`config.mk`:
```
export PLATFORM = sky130hd
export DESIGN_NAME = dmacr_bank
export DESIGN_NICKNAME = d
export VERILOG_FILES = /design/src/rtl/dmacr_pkg.sv /design/src/rtl/dmacr_ctrl_rewrite.sv /design/src/rtl/dmacr_regs.sv /design/src/rtl/dmacr_bank.sv
export SDC_FILE = /design/constraint.sdc
export NUM_CORES = 1
export LEC_CHECK = 0
export BUFFER_PORTS_ARGS = -buffer_cell sky130_fd_sc_hd__buf_2
export CAP_MARGIN = 10
export CORE_UTILIZATION = 40
export CTS_BUF_LIST = sky130_fd_sc_hd__clkbuf_2
export DETAILED_ROUTE_END_ITERATION = 7
export GPL_ROUTABILITY_DRIVEN = 1
export MAX_ROUTING_LAYER = met4
export PLACE_DENSITY_LB_ADDON = 0.3
export SYNTH_ARGS = -nofsm -noshare
export SYNTH_HDL_FRONTEND = slang
export SYNTH_SLANG_ARGS = --single-unit
```
`constraint.sdc`:
```
create_clock -name clk -period 3.45 [get_ports clk]
set_input_delay 0.69 -clock clk [delete_from_list [all_inputs] [get_ports clk]]
set_output_delay 0.69 -clock clk [all_outputs]
set_load 0.03 [all_outputs]
```
`src/rtl/dmacr_pkg.sv`:
```
// Package: register format of the DMA helper control bank.
// Assumes a 32-bit control word; bit positions are fixed by the format.
package dmacr_pkg;
    localparam int PEND_BIT   = 0;   // interrupt pending
    localparam int IEN_BIT    = 4;   // interrupt enable
    localparam int ACK_BIT    = 6;   // dropped on write
    localparam int RST_BIT    = 7;   // controller reset request
    localparam int LOADED_BIT = 26;  // address word was loaded
    localparam int VER_W      = 4;   // width of version nibble

    typedef enum logic [1:0] {
        SEL_CTRL  = 2'd0,
        SEL_ADDR  = 2'd1,
        SEL_SPARE0 = 2'd2,
        SEL_SPARE1 = 2'd3
    } dmacr_sel_e;
endpackage

```
`src/rtl/dmacr_ctrl_rewrite.sv`:
```
// Module: rewrites a host value bound for the control word.
// Reset request wins over acknowledge-drop, which wins over zero substitution;
// the top nibble is then replaced by the version code. Purely combinational.
module dmacr_ctrl_rewrite
    import dmacr_pkg::*;
#(
    parameter int                DATA_W   = 32,
    parameter logic [VER_W-1:0]  VERSION  = 4'hA,
    parameter logic [DATA_W-1:0] ZERO_SUB = 32'h0000_0040
) (
    input  logic [DATA_W-1:0] raw_i,
    output logic [DATA_W-1:0] stored_o,
    output logic              rst_req_o
);
    localparam int LOW_W = DATA_W - VER_W;

    logic [DATA_W-1:0] val;

    // Apply the prioritised rewrite rules and stamp the version.
    always_comb begin
        val       = raw_i;
        rst_req_o = 1'b0;
        if (raw_i[RST_BIT]) begin
            rst_req_o = 1'b1;
        end else if (raw_i[ACK_BIT]) begin
            val[ACK_BIT] = 1'b0;
        end else if (raw_i == '0) begin
            val = ZERO_SUB;
        end
        stored_o = {VERSION, val[LOW_W-1:0]};
    end
endmodule

```
`src/rtl/dmacr_regs.sv`:
```
// Module: storage for the control, address and spare words.
// Assumes at most one bit of we_i is set; ctrl_val_i is the rewritten control value.
// The pending-set strobe is merged into the control word after any write.
module dmacr_regs
    import dmacr_pkg::*;
#(
    parameter int DATA_W   = 32,
    parameter int NUM_REGS = 4
) (
    input  logic                             clk,
    input  logic                             rst_n,
    input  logic [NUM_REGS-1:0]              we_i,
    input  logic [DATA_W-1:0]                wdata_i,
    input  logic [DATA_W-1:0]                ctrl_val_i,
    input  logic                             pend_set_i,
    output logic [NUM_REGS-1:0][DATA_W-1:0]  words_o
);
    localparam logic [DATA_W-1:0] LOADED_VAL = DATA_W'(1) << LOADED_BIT;

    logic [DATA_W-1:0] ctrl_q, ctrl_d;
    logic [DATA_W-1:0] addr_q;

    // Next control value: host write, address-load override, then pending set.
    always_comb begin
        ctrl_d = ctrl_q;
        if (we_i[SEL_CTRL]) begin
            ctrl_d = ctrl_val_i;
        end else if (we_i[SEL_ADDR]) begin
            ctrl_d = LOADED_VAL;
        end
        if (pend_set_i) begin
            ctrl_d[PEND_BIT] = 1'b1;
        end
    end

    // Control word register.
    always_ff @(posedge clk) begin
        if (!rst_n) ctrl_q <= '0;
        else        ctrl_q <= ctrl_d;
    end

    // Transfer address register.
    always_ff @(posedge clk) begin
        if (!rst_n)              addr_q <= '0;
        else if (we_i[SEL_ADDR]) addr_q <= wdata_i;
    end

    assign words_o[SEL_CTRL] = ctrl_q;
    assign words_o[SEL_ADDR] = addr_q;

    // Spare words: plain storage, one register per remaining index.
    for (genvar k = 2; k < NUM_REGS; k++) begin : g_spare
        logic [DATA_W-1:0] q;
        // Hold the spare word, loaded verbatim on its write.
        always_ff @(posedge clk) begin
            if (!rst_n)       q <= '0;
            else if (we_i[k]) q <= wdata_i;
        end
        assign words_o[k] = q;
    end
endmodule

```
`src/rtl/dmacr_bank.sv`:
```
// Module: top of the DMA helper control register bank.
// Decodes the host access, routes control writes through the rewrite logic,
// forms the interrupt and registers the one-cycle controller reset pulse.
// Assumes a synchronous host bus with a single-cycle write strobe.
module dmacr_bank
    import dmacr_pkg::*;
#(
    parameter int                DATA_W   = 32,
    parameter int                ADDR_W   = 8,
    parameter int                NUM_REGS = 4,
    parameter logic [VER_W-1:0]  VERSION  = 4'hA,
    parameter logic [DATA_W-1:0] ZERO_SUB = 32'h0000_0040
) (
    input  logic              clk,
    input  logic              rst_n,
    input  logic [ADDR_W-1:0] addr_i,
    input  logic              wr_en_i,
    input  logic [DATA_W-1:0] wdata_i,
    output logic [DATA_W-1:0] rdata_o,
    input  logic              ctl_irq_set_i,
    output logic              irq_o,
    output logic              ctl_reset_o
);
    localparam int IDX_W = $clog2(NUM_REGS);
    localparam logic [DATA_W-1:0] LOADED_VAL = DATA_W'(1) << LOADED_BIT;

    logic [IDX_W-1:0]                 sel;
    logic [NUM_REGS-1:0]              we_vec;
    logic [DATA_W-1:0]                ctrl_val;
    logic                             rst_req;
    logic [NUM_REGS-1:0][DATA_W-1:0]  words;

    assign sel = addr_i[IDX_W+1:2];

    // One-hot write enable for the selected word.
    always_comb begin
        we_vec = '0;
        if (wr_en_i) we_vec[sel] = 1'b1;
    end

    dmacr_ctrl_rewrite #(
        .DATA_W   (DATA_W),
        .VERSION  (VERSION),
        .ZERO_SUB (ZERO_SUB)
    ) u_rewrite (
        .raw_i     (wdata_i),
        .stored_o  (ctrl_val),
        .rst_req_o (rst_req)
    );

    dmacr_regs #(
        .DATA_W   (DATA_W),
        .NUM_REGS (NUM_REGS)
    ) u_regs (
        .clk        (clk),
        .rst_n      (rst_n),
        .we_i       (we_vec),
        .wdata_i    (wdata_i),
        .ctrl_val_i (ctrl_val),
        .pend_set_i (ctl_irq_set_i),
        .words_o    (words)
    );

    // Side-effect-free read of the selected word.
    assign rdata_o = words[sel];

    // Interrupt: pending and enabled.
    assign irq_o = words[SEL_CTRL][PEND_BIT] & words[SEL_CTRL][IEN_BIT];

    // Register the controller reset pulse for one cycle.
    always_ff @(posedge clk) begin
        if (!rst_n) ctl_reset_o <= 1'b0;
        else        ctl_reset_o <= we_vec[SEL_CTRL] & rst_req;
    end

    // reset request produces the pulse in the next cycle.
    assert_reset_pulse_R3: assert property (@(posedge clk) disable iff (!rst_n)
        (we_vec[SEL_CTRL] && wdata_i[RST_BIT]) |=> ctl_reset_o);

    // no request, no pulse.
    assert_no_spurious_pulse_R3: assert property (@(posedge clk) disable iff (!rst_n)
        !(we_vec[SEL_CTRL] && wdata_i[RST_BIT]) |=> !ctl_reset_o);

    // stored control writes carry the version code.
    assert_version_R6: assert property (@(posedge clk) disable iff (!rst_n)
        we_vec[SEL_CTRL] |=> (words[SEL_CTRL][DATA_W-1 -: VER_W] == VERSION));

    // address load forces the loaded flag and keeps the address.
    assert_addr_load_R7: assert property (@(posedge clk) disable iff (!rst_n)
        (we_vec[SEL_ADDR] && !ctl_irq_set_i) |=>
        (words[SEL_CTRL] == LOADED_VAL && words[SEL_ADDR] == $past(wdata_i)));

    // pending strobe always lands in bit 0.
    assert_pend_set_R8: assert property (@(posedge clk) disable iff (!rst_n)
        ctl_irq_set_i |=> words[SEL_CTRL][PEND_BIT]);

    // writing with enable clear silences the interrupt.
    assert_irq_off_R9: assert property (@(posedge clk) disable iff (!rst_n)
        (we_vec[SEL_CTRL] && !wdata_i[IEN_BIT]) |=> !irq_o);
endmodule

```
Word level (Yosys, flattened, before mapping):

Index checks and enable logic that the tools add are counted.

* output and inout port bits: 34
* flip-flop bits (word level): 127
* memories: 0
* latch bits: 0
* ROM bits: 0
* RAM bits: 0

* bitwise gates (word level): 2
* equality and inequality tests: 0
* shifts and indexed selects: 0
* reduce and logical (&&, ||, !) cells: 4
* multipliers: 0
* magnitude comparators: 2
* div/mod/pow operators: 0
* add/subtract/negate cells: 0
* muxes and demuxes: 14

Operators by type and width (count)
* two-way mux 32 bit: 3
* binary-select mux 32 bit (select 2 bit): 1
* two-way mux 28 bit: 2
* zero test 32 bit: 1
* two-way mux 21 bit: 1
* two-way mux 6 bit: 1
* two-way mux 1 bit: 4
* two-way mux 4 bit: 1
* less-than comparator 2 x 3 -> 1 bit, second input constant: 1
* nonzero test 3 bit: 1
* bitwise AND 1 bit: 2
* demux 1 bit (select 2 bit): 1
* greater-or-equal comparator 2 x 1 -> 1 bit, second input constant: 1
* nonzero test 2 bit: 1
* logical AND 1 bit: 1

Longest topological paths before layout:

Gate-level depths: netlist of run 1.

* depth in word-level cells: 8
* gate-level depth with buffers: 6
* mapped depth without buffers: 3

By module:

Synthesis of run 1 repeated with hierarchy kept, for this count alone.

* cells, all modules: 545
* area, all modules: 6078.3 um2

Modules (own cells, without submodules)
* dmacr_regs: cells each 451, instances 1, area each 4964.8 um2
* dmacr_bank: cells each 48, instances 1, area each 885.8 um2
* dmacr_ctrl_rewrite: cells each 46, instances 1, area each 227.7 um2

Worst setup path after synthesis of run 1:

OpenSTA, ideal clock, no wires.

* path type: input to output
* from: input addr_i[3]
* to: output rdata_o[10]
* arrival: 1.711 ns
* required time: 2.760 ns
* path buffers: 2
* stages on the path: 3
* slack: 1.049 ns
* cells stage by stage: buf_6 buf_2 mux4_2

* word-level cells in the longest chain between the ends: 2

Ends and longest elaborated chain
* from (decl): line dmacr_bank.sv:16 `input logic [ADDR_W-1:0] addr_i,`
* binary-select mux 32 bit (select 2 bit): line dmacr_bank.sv:65 `assign rdata_o = words[sel];`
* two-way mux 32 bit (implied by the code): line dmacr_bank.sv:65
* to (decl): line dmacr_bank.sv:19 `output logic [DATA_W-1:0] rdata_o,`

Every way passes these cells. The select of a mux whose other input is x is not followed.

Worst setup path in the final report of run 1:

* from: input addr_i[2]
* to: output rdata_o[19]

Same word-level chain as after synthesis.

==> summary.txt, run 1 <==
Run status
  – Outcome: completed

Logic synthesis
  – Largest family of logic cells by synthesized area: simple AND/OR/NAND/NOR gates
  – Gate Count Post-Synth: 582
  – FFs w/ async S/R, synth: 0%
  – Synth Area in Adders: 0%
  – Seq/Total Area, Yosys: 48.5%
  – Yosys reg bits: 126
  – Synth Area in Simple Gates: 19.3%
  – Syn Nets: 626
  – Synth Flop Type: dfxtp_1
  – Unique masters post-synth: 31
  – Syn Area/Cell: 8.94 sq um
  – Synth Area in Compound Gates: 13.9%
  – Synthesized cell area: 5200 sq um
  – Post-Synth XOR/XNOR Area: 0%
  – Mux cell area share after synthesis: 13.4%
  – Synth warn: 0
  – EDFF count, synth: 0

Hold path
  – Hold Crit Depth: 3
  – Worst Hold Class: primary input to flip-flop
  – Hold Path Sink: u_regs.ctrl_q[0]
  – Hold_sp: ctl_irq_set_i

Clock network
  – CTS-repair resized insts: 0
  – Clock slew seen by the registers of the worst setup and hold paths: 190 ps
  – Num CTS Buffers: 17
  – # H-tree levels: 4
  – Setup Buffers After CTS: 0
  – Clock Latency Late Sink: 650 ps
  – Clock sinks: 126
  – Hold Buf Count CTS: 0
  – CTS Buffer Depth: 2
  – CTS root buf: clkbuf_2
  – CTS tree: built

Global routing
  – Number of global-route vias before repair: 4,449
  – Antenna violations before repair: 0
  – GRT Total Usage: 23.0%
  – First-pass GRT wire length: 22,600 um
  – Largest net degree at the start of global routing: 97
  – GR Overflow Total: 0

Worst setup path
  – Cell repeated most along the worst path: buf_2
  – Worst R2R Setup Slack: 2730 ps
  – CP max stage delay: 600 ps
  – Crit. End Element: primary output
  – R2R Path Start: u_regs.ctrl_q[0]
  – Worst path cell trace: buf_2, buf_4, mux4_2, buf_2
  – Crit path max-delay family: buffers and inverters
  – Critical path class: primary input to primary output
  – CP required: 2760 ps
  – Crit start category: primary input
  – CP Buf/Inv Count: 3
  – Slowest-stage cell, CP: buf_2
  – CP Data Arrival Time: 2150 ps
  – Worst Reg2Reg Path Length in Cells: 2
  – R2R Path End: u_regs.ctrl_q[0]
  – Worst Path Max Fanout: 31

STA
  – Endpoints failing hold: 0
  – RSZ-0062 raised after global routing: no
  – Fin Clk Skew: 0 ps
  – Slew of the pin with the lowest slew margin: 806 ps
  – Final setup viols: 0
  – Max-slew violation count: 0
  – Crit share post-route: 82.3%
  – Fmax: 0.352 GHz
  – Tmin final: 2840 ps
  – TNS Setup: 0 ps
  – Worst slew margin: 46.3%
  – Final hold slack: 235 ps

Route
  – Router iterations before antenna repair: 4
  – Total vias in the final route: 4,466
  – Initial drt markers: 337
  – Final WL: 14,000 um
  – Wire per inst: 16.9 um
  – Drt drc: 0
  – Vias/cell: 5.40
  – Remaining antenna violation count after routing: 0

Cells and area
  – Post-synthesis to final-layout area growth: 13.7%
  – Layout cells sized above 1: 23.5%
  – Antenna diodes: 0
  – Commonest non-fill, non-tap cells in the layout: 192 x nand2_1, 126 x dfxtp_1, 97 x a21oi_1, 71 x buf_2, 30 x mux4_2
  – Sequential cell area: 2520 sq um
  – Nets: 686
  – Commonest non-fill, non-tap cell in the layout: nand2_1
  – Multi-input gate area: 2430 sq um
  – Fillers: 1,248

Floorplanning
  – Row cnt: 41
  – Die H: 116 um
  – Core region area: 12,700 sq um
  – Die Width: 116 um
  – Area of the die: 13,500 sq um
  – I/O pins: 78
  – Initial Util: 41.1%

Placed design
  – I/O Buffers: 71
  – Placer congestion estimate: 0.786
  – Hpwl dp: 9030 um

Pwr
  – Max rail drop VDD: 0.260 mV
  – Pwr dens: 454 nW/um^2
  – P_leak: 0.00224 uW

Job
  – MaxCap Viol Count: 0
-- cells by family (layout without fill, tap and decap cells) --
family | Yosys count | count (layout)
simple gates | 244 | 244
mux | 32 | 32
compound gates | 129 | 129
flops | 126 | 126
buf+inv | 51 | 124
-- state kept, by name, indices dropped and copies added (netlist names) --
name and flops:
u_regs.g_spare.q 64, u_regs.addr_q 32, u_regs.ctrl_q 29, ctl_reset_o 1
-- worst max path at each step --
stage,from,depth (start not counted),endpoint,slack [ps]
finish,addr_i[2],4,rdata_o[19],610
CTS,addr_i[2],4,rdata_o[19],600
detailed placement,addr_i[2],4,rdata_o[19],600
global route,addr_i[2],4,rdata_o[23],550
floorplan,addr_i[3],3,rdata_o[10],1050
global placement,addr_i[2],4,rdata_o[23],630
-- cells in the mapped netlist (all sizes together) (8+ instances only) --
| cell | n | area, sq um |
|---|---|---|
| buf | 26 | 159 |
| clkbuf | 23 | 86.3 |
| dfxtp | 126 | 2520 |
| nor2 | 27 | 101 |
| mux4 | 30 | 676 |
| nor4 | 8 | 50.1 |
| a21oi | 97 | 485 |
| nand2 | 193 | 727 |
| a22oi | 25 | 188 |
-- worst min-delay path, stage by stage --
cell	delay, ps
buf_2	80
a211oi_1	30
nor2_1	70
-- through the flow --
| stage | total power [uW] | cells | setup WS [ps] | util [%] | area, sq um |
|---|---|---|---|---|---|
| final | 2690 | 827 | 610 | 46.7 | 5920 |
| after global routing | 2810 | 827 | 546 | 46.7 | 5920 |
| after CTS | 2710 | 827 | 599 | 46.7 | 5920 |
| after detailed placement | 1880 | 795 | 602 | 45.1 | 5710 |
| after global placement | 1870 | 795 | 628 | 45.1 | 5710 |
| after floorplan | 1760 | 582 | 1050 | - | 5200 |
-- final cells by class --
class / count / share of cell area [%]
Clock buffer: 22 / 1.86
Clock inverter: 10 / 1.63
Inverter: 2 / 0.148
Multi-Input combinational cell: 405 / 41.0
Sequential cell: 126 / 42.6
Tap cell: 172 / 3.64
Timing Repair Buffer: 90 / 9.05
-- metal layers --
| layer | vias up | global-route usage [%] | routed length (um) |
|---|---|---|---|
| li1 | 2126 | - | - |
| met1 | 2181 | 27.5 | 5940 |
| met2 | 136 | 38.1 | 6970 |
| met3 | 23 | 5.02 | 797 |
| met4 | 0 | 8.38 | 242 |
| met5 | - | - | 0 |
-- power by group --
group,switching (uW),total [uW],internal (uW)
registers,24.3,1530,1500
clock network,505,839,334
logic,203,318,115
total,732,2690,1950
Note: power is estimated with default switching activity, not from simulation.
==> inputs of run 2 (changes only) <==
==> constraint.sdc (replaced) <==
create_clock -name clk -period 2.9 [get_ports clk]
set_input_delay 0.58 -clock clk [delete_from_list [all_inputs] [get_ports clk]]
set_output_delay 0.58 -clock clk [all_outputs]
set_load 0.03 [all_outputs]
==> summary.txt, run 2 (same netlist as run 1, synthesis figures left out) <==
Run status
  – Outcome: completed

Pwr
  – Max rail drop VDD: 0.261 mV
  – Sw frac: 28.5%
  – P_int: 2230 uW
  – P_leak: 0.00224 uW
  – Register share of total power: 58.4%
  – Clk pwr share: 29.2%
  – Total power: 3110 uW
  – Combinational share of power: 12.4%
  – Pwr dens: 526 nW/um^2
  – Sw Pwr: 888 uW

Global routing
  – GR Overflow Total: 0
  – Number of global-route vias before repair: 4,333
  – GRT Total Usage: 23.2%
  – Largest net degree at the start of global routing: 66
  – Antenna violations before repair: 0
  – First-pass GRT wire length: 22,500 um

Worst setup path
  – Cell repeated most along the worst path: buf_2
  – Worst path cell trace: buf_2, buf_12, mux4_2, buf_2
  – Crit start category: primary input
  – Worst Path Max Fanout: 25
  – CP required: 2320 ps
  – Crit. End Element: primary output
  – CP Buf/Inv Count: 3
  – Crit path max-delay family: buffers and inverters
  – Critical path class: primary input to primary output
  – Slowest-stage cell, CP: mux4_2
  – CP Data Arrival Time: 1910 ps
  – CP max stage delay: 570 ps

Placed design
  – Hpwl dp: 9140 um
  – Cells after DPL: 797
  – Dpl cell area: 5750 sq um
  – I/O Buffers: 71
  – Placer congestion estimate: 0.800

Route
  – Initial drt markers: 352
  – Final WL: 14,000 um
  – Remaining antenna violation count after routing: 0
  – Drt drc: 0
  – Wire per inst: 17.0 um
  – Total vias in the final route: 4,494
  – Router iterations before antenna repair: 5
  – Vias/cell: 5.43

Clock network
  – Clock sinks: 126
  – # H-tree levels: 4
  – Num CTS Buffers: 17
  – CTS-repair resized insts: 0
  – Clock Latency Late Sink: 680 ps
  – Hold Buf Count CTS: 0
  – CTS Buffer Depth: 2
  – CTS root buf: clkbuf_2
  – Setup Buffers After CTS: 0
  – Clock slew seen by the registers of the worst setup and hold paths: 180 ps
  – CTS tree: built

Floorplanning
  – Core region area: 12,700 sq um
  – Row cnt: 41
  – I/O pins: 78
  – Die H: 116 um
  – Die Width: 116 um
  – Area of the die: 13,500 sq um
  – Initial Util: 41.1%

STA
  – Crit share post-route: 85.9%
  – Worst slew margin: 58.2%
  – Tmin final: 2490 ps
  – Final setup viols: 0
  – Max-slew violation count: 0
  – Fmax: 0.401 GHz
  – TNS Setup: 0 ps
  – Slew of the pin with the lowest slew margin: 627 ps
  – Endpoints failing hold: 0
  – RSZ-0062 raised after global routing: no
  – Fin Clk Skew: 0 ps

Cells and area
  – Biggest regs: u_regs.g_spare.q x64, u_regs.addr_q x32, u_regs.ctrl_q x29
  – Layout cells sized above 1: 23.7%
  – Sequential cell area: 2520 sq um
  – Fillers: 1,265
  – Nets: 688
  – Final instance area: 5920 sq um
  – Max reg flops: 64
  – Commonest non-fill, non-tap cells in the layout: 192 x nand2_1, 126 x dfxtp_1, 97 x a21oi_1, 71 x buf_2, 30 x mux4_2
  – Biggest register: u_regs.g_spare.q
  – Post-synthesis to final-layout area growth: 13.9%
  – Antenna diodes: 0
  – Multi-input gate area: 2430 sq um
  – Non-Filler Instances: 827
  – Commonest non-fill, non-tap cell in the layout: nand2_1

Job
  – MaxCap Viol Count: 0

Hold path
  – Worst Hold Class: primary input to flip-flop
-- run 2: changes by cell type in the layout (fill, tap and decap cells not counted), sizes merged --
cell	previous run	this run
bufinv	2	1
clkinvlp	0	1
clkbuf	22	20
buf	90	92
-- run 2: stage by stage --
stage	hold slack, ps	setup WS [ps]	utilization (%)
finish	90.3	409	46.8
global route	43.0	372	46.8
CTS	45.7	411	46.8
detailed placement	445	384	45.4
global placement	439	421	45.4
floorplan	433	719	-
-- run 2: metal layers --
metal / wire length, um / vias to the layer above / global-route usage, %
met5: 0 / - / -
met4: 166 / 0 / 8.46
met3: 725 / 16 / 4.92
met2: 7010 / 133 / 37.3
met1: 6120 / 2215 / 28.7
li1: - / 2130 / -
-- run 2: final timing paths --
kind,depth (start not counted),slack [ps],to,start
max,4,410,rdata_o[31],addr_i[3]
min,3,90,u_regs.ctrl_q[0],ctl_irq_set_i
max reg2reg,2,2200,u_regs.ctrl_q[0],u_regs.ctrl_q[0]
min reg2reg,2,460,u_regs.addr_q[27],u_regs.addr_q[27]
-- run 2: worst reg2reg max path, stage by stage, from the launching register on --
cell	delay [ps]
dfxtp_1	360
a211oi_1	190
nor2_1	60
-- run 2: cell type report --
class | instances | area share, %
Multi-Input combinational cell | 405 | 41.0
Tap cell | 172 | 3.63
Timing Repair Buffer | 92 | 9.71
Sequential cell | 126 | 42.6
Clock buffer | 20 | 1.69
Inverter | 2 | 0.148
Clock inverter | 10 | 1.27
-- run 2: power by group through the flow --
stage,Clock (uW),Combinational (uW),Sequential (uW)
floorplan,0,247,1850
global placement,0,378,1850
detailed placement,0,386,1850
CTS,936,387,1820
global route,1030,418,1830
finish,910,385,1820
==> inputs of run 3 (changes only) <==
--- a/config.mk
+++ b/config.mk
@@ -7,7 +7,9 @@
 export LEC_CHECK = 0
 export BUFFER_PORTS_ARGS = -buffer_cell sky130_fd_sc_hd__buf_2
 export CAP_MARGIN = 10
-export CORE_UTILIZATION = 40
+export CELL_PAD_IN_SITES_DETAIL_PLACEMENT = 1
+export CELL_PAD_IN_SITES_GLOBAL_PLACEMENT = 2
+export CORE_UTILIZATION = 36
 export CTS_BUF_LIST = sky130_fd_sc_hd__clkbuf_2
 export DETAILED_ROUTE_END_ITERATION = 7
 export GPL_ROUTABILITY_DRIVEN = 1
==> summary.txt, run 3 (same netlist as run 1, synthesis figures left out) <==
Run status
  – Outcome: completed

Worst setup path
  – CP required: 2320 ps
  – Worst R2R Setup Slack: 2180 ps
  – Worst Reg2Reg Path Length in Cells: 2
  – Critical path class: primary input to primary output
  – R2R Path Start: u_regs.ctrl_q[0]
  – CP Data Arrival Time: 1860 ps
  – R2R Path End: u_regs.ctrl_q[0]
  – Crit. End Element: primary output
  – Crit start category: primary input
  – Worst Path Max Fanout: 19

Hold path
  – Hold Path Sink: u_regs.ctrl_q[0]
  – Hold Crit Depth: 3
  – Hold_sp: ctl_irq_set_i
  – Worst Hold Class: primary input to flip-flop

Global routing
  – GRT Total Usage: 23.0%
  – Number of global-route vias before repair: 4,631
  – First-pass GRT wire length: 24,900 um
  – GR Overflow Total: 0
  – Largest net degree at the start of global routing: 59
  – Antenna violations before repair: 0

STA
  – Slew of the pin with the lowest slew margin: 568 ps
  – Fin Clk Skew: 0 ps
  – Tmin final: 2440 ps
  – Final setup viols: 0
  – Endpoints failing hold: 0
  – Fmax: 0.409 GHz
  – Max-slew violation count: 0
  – RSZ-0062 raised after global routing: no
  – Worst slew margin: 62.1%
  – TNS Setup: 0 ps
  – Final hold slack: 116 ps
  – Crit share post-route: 84.2%

Cells and area
  – Antenna diodes: 0
  – Commonest non-fill, non-tap cells in the layout: 192 x nand2_1, 126 x dfxtp_1, 97 x a21oi_1, 71 x buf_2, 30 x mux4_2
  – Final instance area: 6080 sq um
  – Nets: 688
  – Biggest regs: u_regs.g_spare.q x64, u_regs.addr_q x32, u_regs.ctrl_q x29
  – Post-synthesis to final-layout area growth: 16.8%
  – Max reg flops: 64
  – Biggest register: u_regs.g_spare.q
  – Layout cells sized above 1: 24.2%
  – Commonest non-fill, non-tap cell in the layout: nand2_1
  – Non-Filler Instances: 837

Route
  – Drt drc: 0
  – Vias/cell: 5.33
  – Initial drt markers: 263
  – Total vias in the final route: 4,465
  – Remaining antenna violation count after routing: 0
  – Router iterations before antenna repair: 4
  – Final WL: 15,700 um
  – Wire per inst: 18.8 um

Floorplanning
  – Area of the die: 14,900 sq um
  – I/O pins: 78
  – Die H: 122 um
  – Core region area: 14,000 sq um
  – Initial Util: 37.2%
  – Die Width: 122 um
  – Row cnt: 43

Clock network
  – CTS Buffer Depth: 2
  – CTS-repair resized insts: 0
  – Clock sinks: 126
  – CTS tree: built
  – Clock slew seen by the registers of the worst setup and hold paths: 170 ps
  – Hold Buf Count CTS: 0
  – CTS root buf: clkbuf_2
  – # H-tree levels: 4
  – Setup Buffers After CTS: 0
  – Num CTS Buffers: 17
  – Clock Latency Late Sink: 700 ps

Pwr
  – Total power: 3650 uW
  – Pwr dens: 600 nW/um^2
  – P_leak: 0.00228 uW
  – Max rail drop VDD: 0.276 mV

Job
  – MaxCap Viol Count: 0

Placed design
  – I/O Buffers: 71
  – Hpwl dp: 10,100 um
  – Dpl cell area: 5750 sq um
  – Placer congestion estimate: 0.745
  – Cells after DPL: 805
[run 3: changes by cell type in the layout (fill, tap and decap cells not counted), sizes merged]
| cell | before | now |
|---|---|---|
| bufinv | 1 | 6 |
| clkinv | 9 | 5 |
| clkinvlp | 1 | 4 |
| clkbuf | 20 | 18 |
[run 3: metrics by stage]
step	setup slack (ps)	utilization, %
after floorplan	719	-
after global placement	438	41.1
after detailed placement	442	41.1
after CTS	441	43.5
after global routing	393	43.5
final	457	43.5
[run 3: final cells by class]
| cell class | instances | area [sq um] |
|---|---|---|
| Clock buffer | 18 | 90.1 |
| Sequential cell | 126 | 2520 |
| Clock inverter | 14 | 241 |
| Timing Repair Buffer | 92 | 563 |
| Tap cell | 180 | 225 |
| Fill cell | 1679 | 7910 |
| Multi-Input combinational cell | 405 | 2430 |
| Inverter | 2 | 8.76 |
[run 3: worst max-delay path by stage]
stage,startpoint,endpoint,slack (ps),depth (start not counted)
floorplan,addr_i[3],rdata_o[10],720,3
global placement,addr_i[2],rdata_o[6],440,4
detailed placement,addr_i[2],rdata_o[9],440,4
CTS,addr_i[2],rdata_o[9],440,4
global route,addr_i[2],rdata_o[9],390,4
finish,addr_i[2],rdata_o[6],460,4
[run 3: where the power goes]
group	internal [uW]	switching, uW
combinational	140	251
sequential	1790	29.7
clock	742	693
[run 3: per-layer routing]
metal	wire (um)	GRT usage, %	part of all wire (%)	vias to the layer above
met5	0	-	0	-
met3	616	5.30	3.9	12
met1	7130	28.4	45	2253
met2	7840	37.8	50	74
li1	-	-	-	2126
met4	144	6.25	0.92	0
[run 3: worst max-delay path, stage by stage]
cell and delay (ps):
buf_2 450, buf_4 290, mux4_2 330, buf_2 200
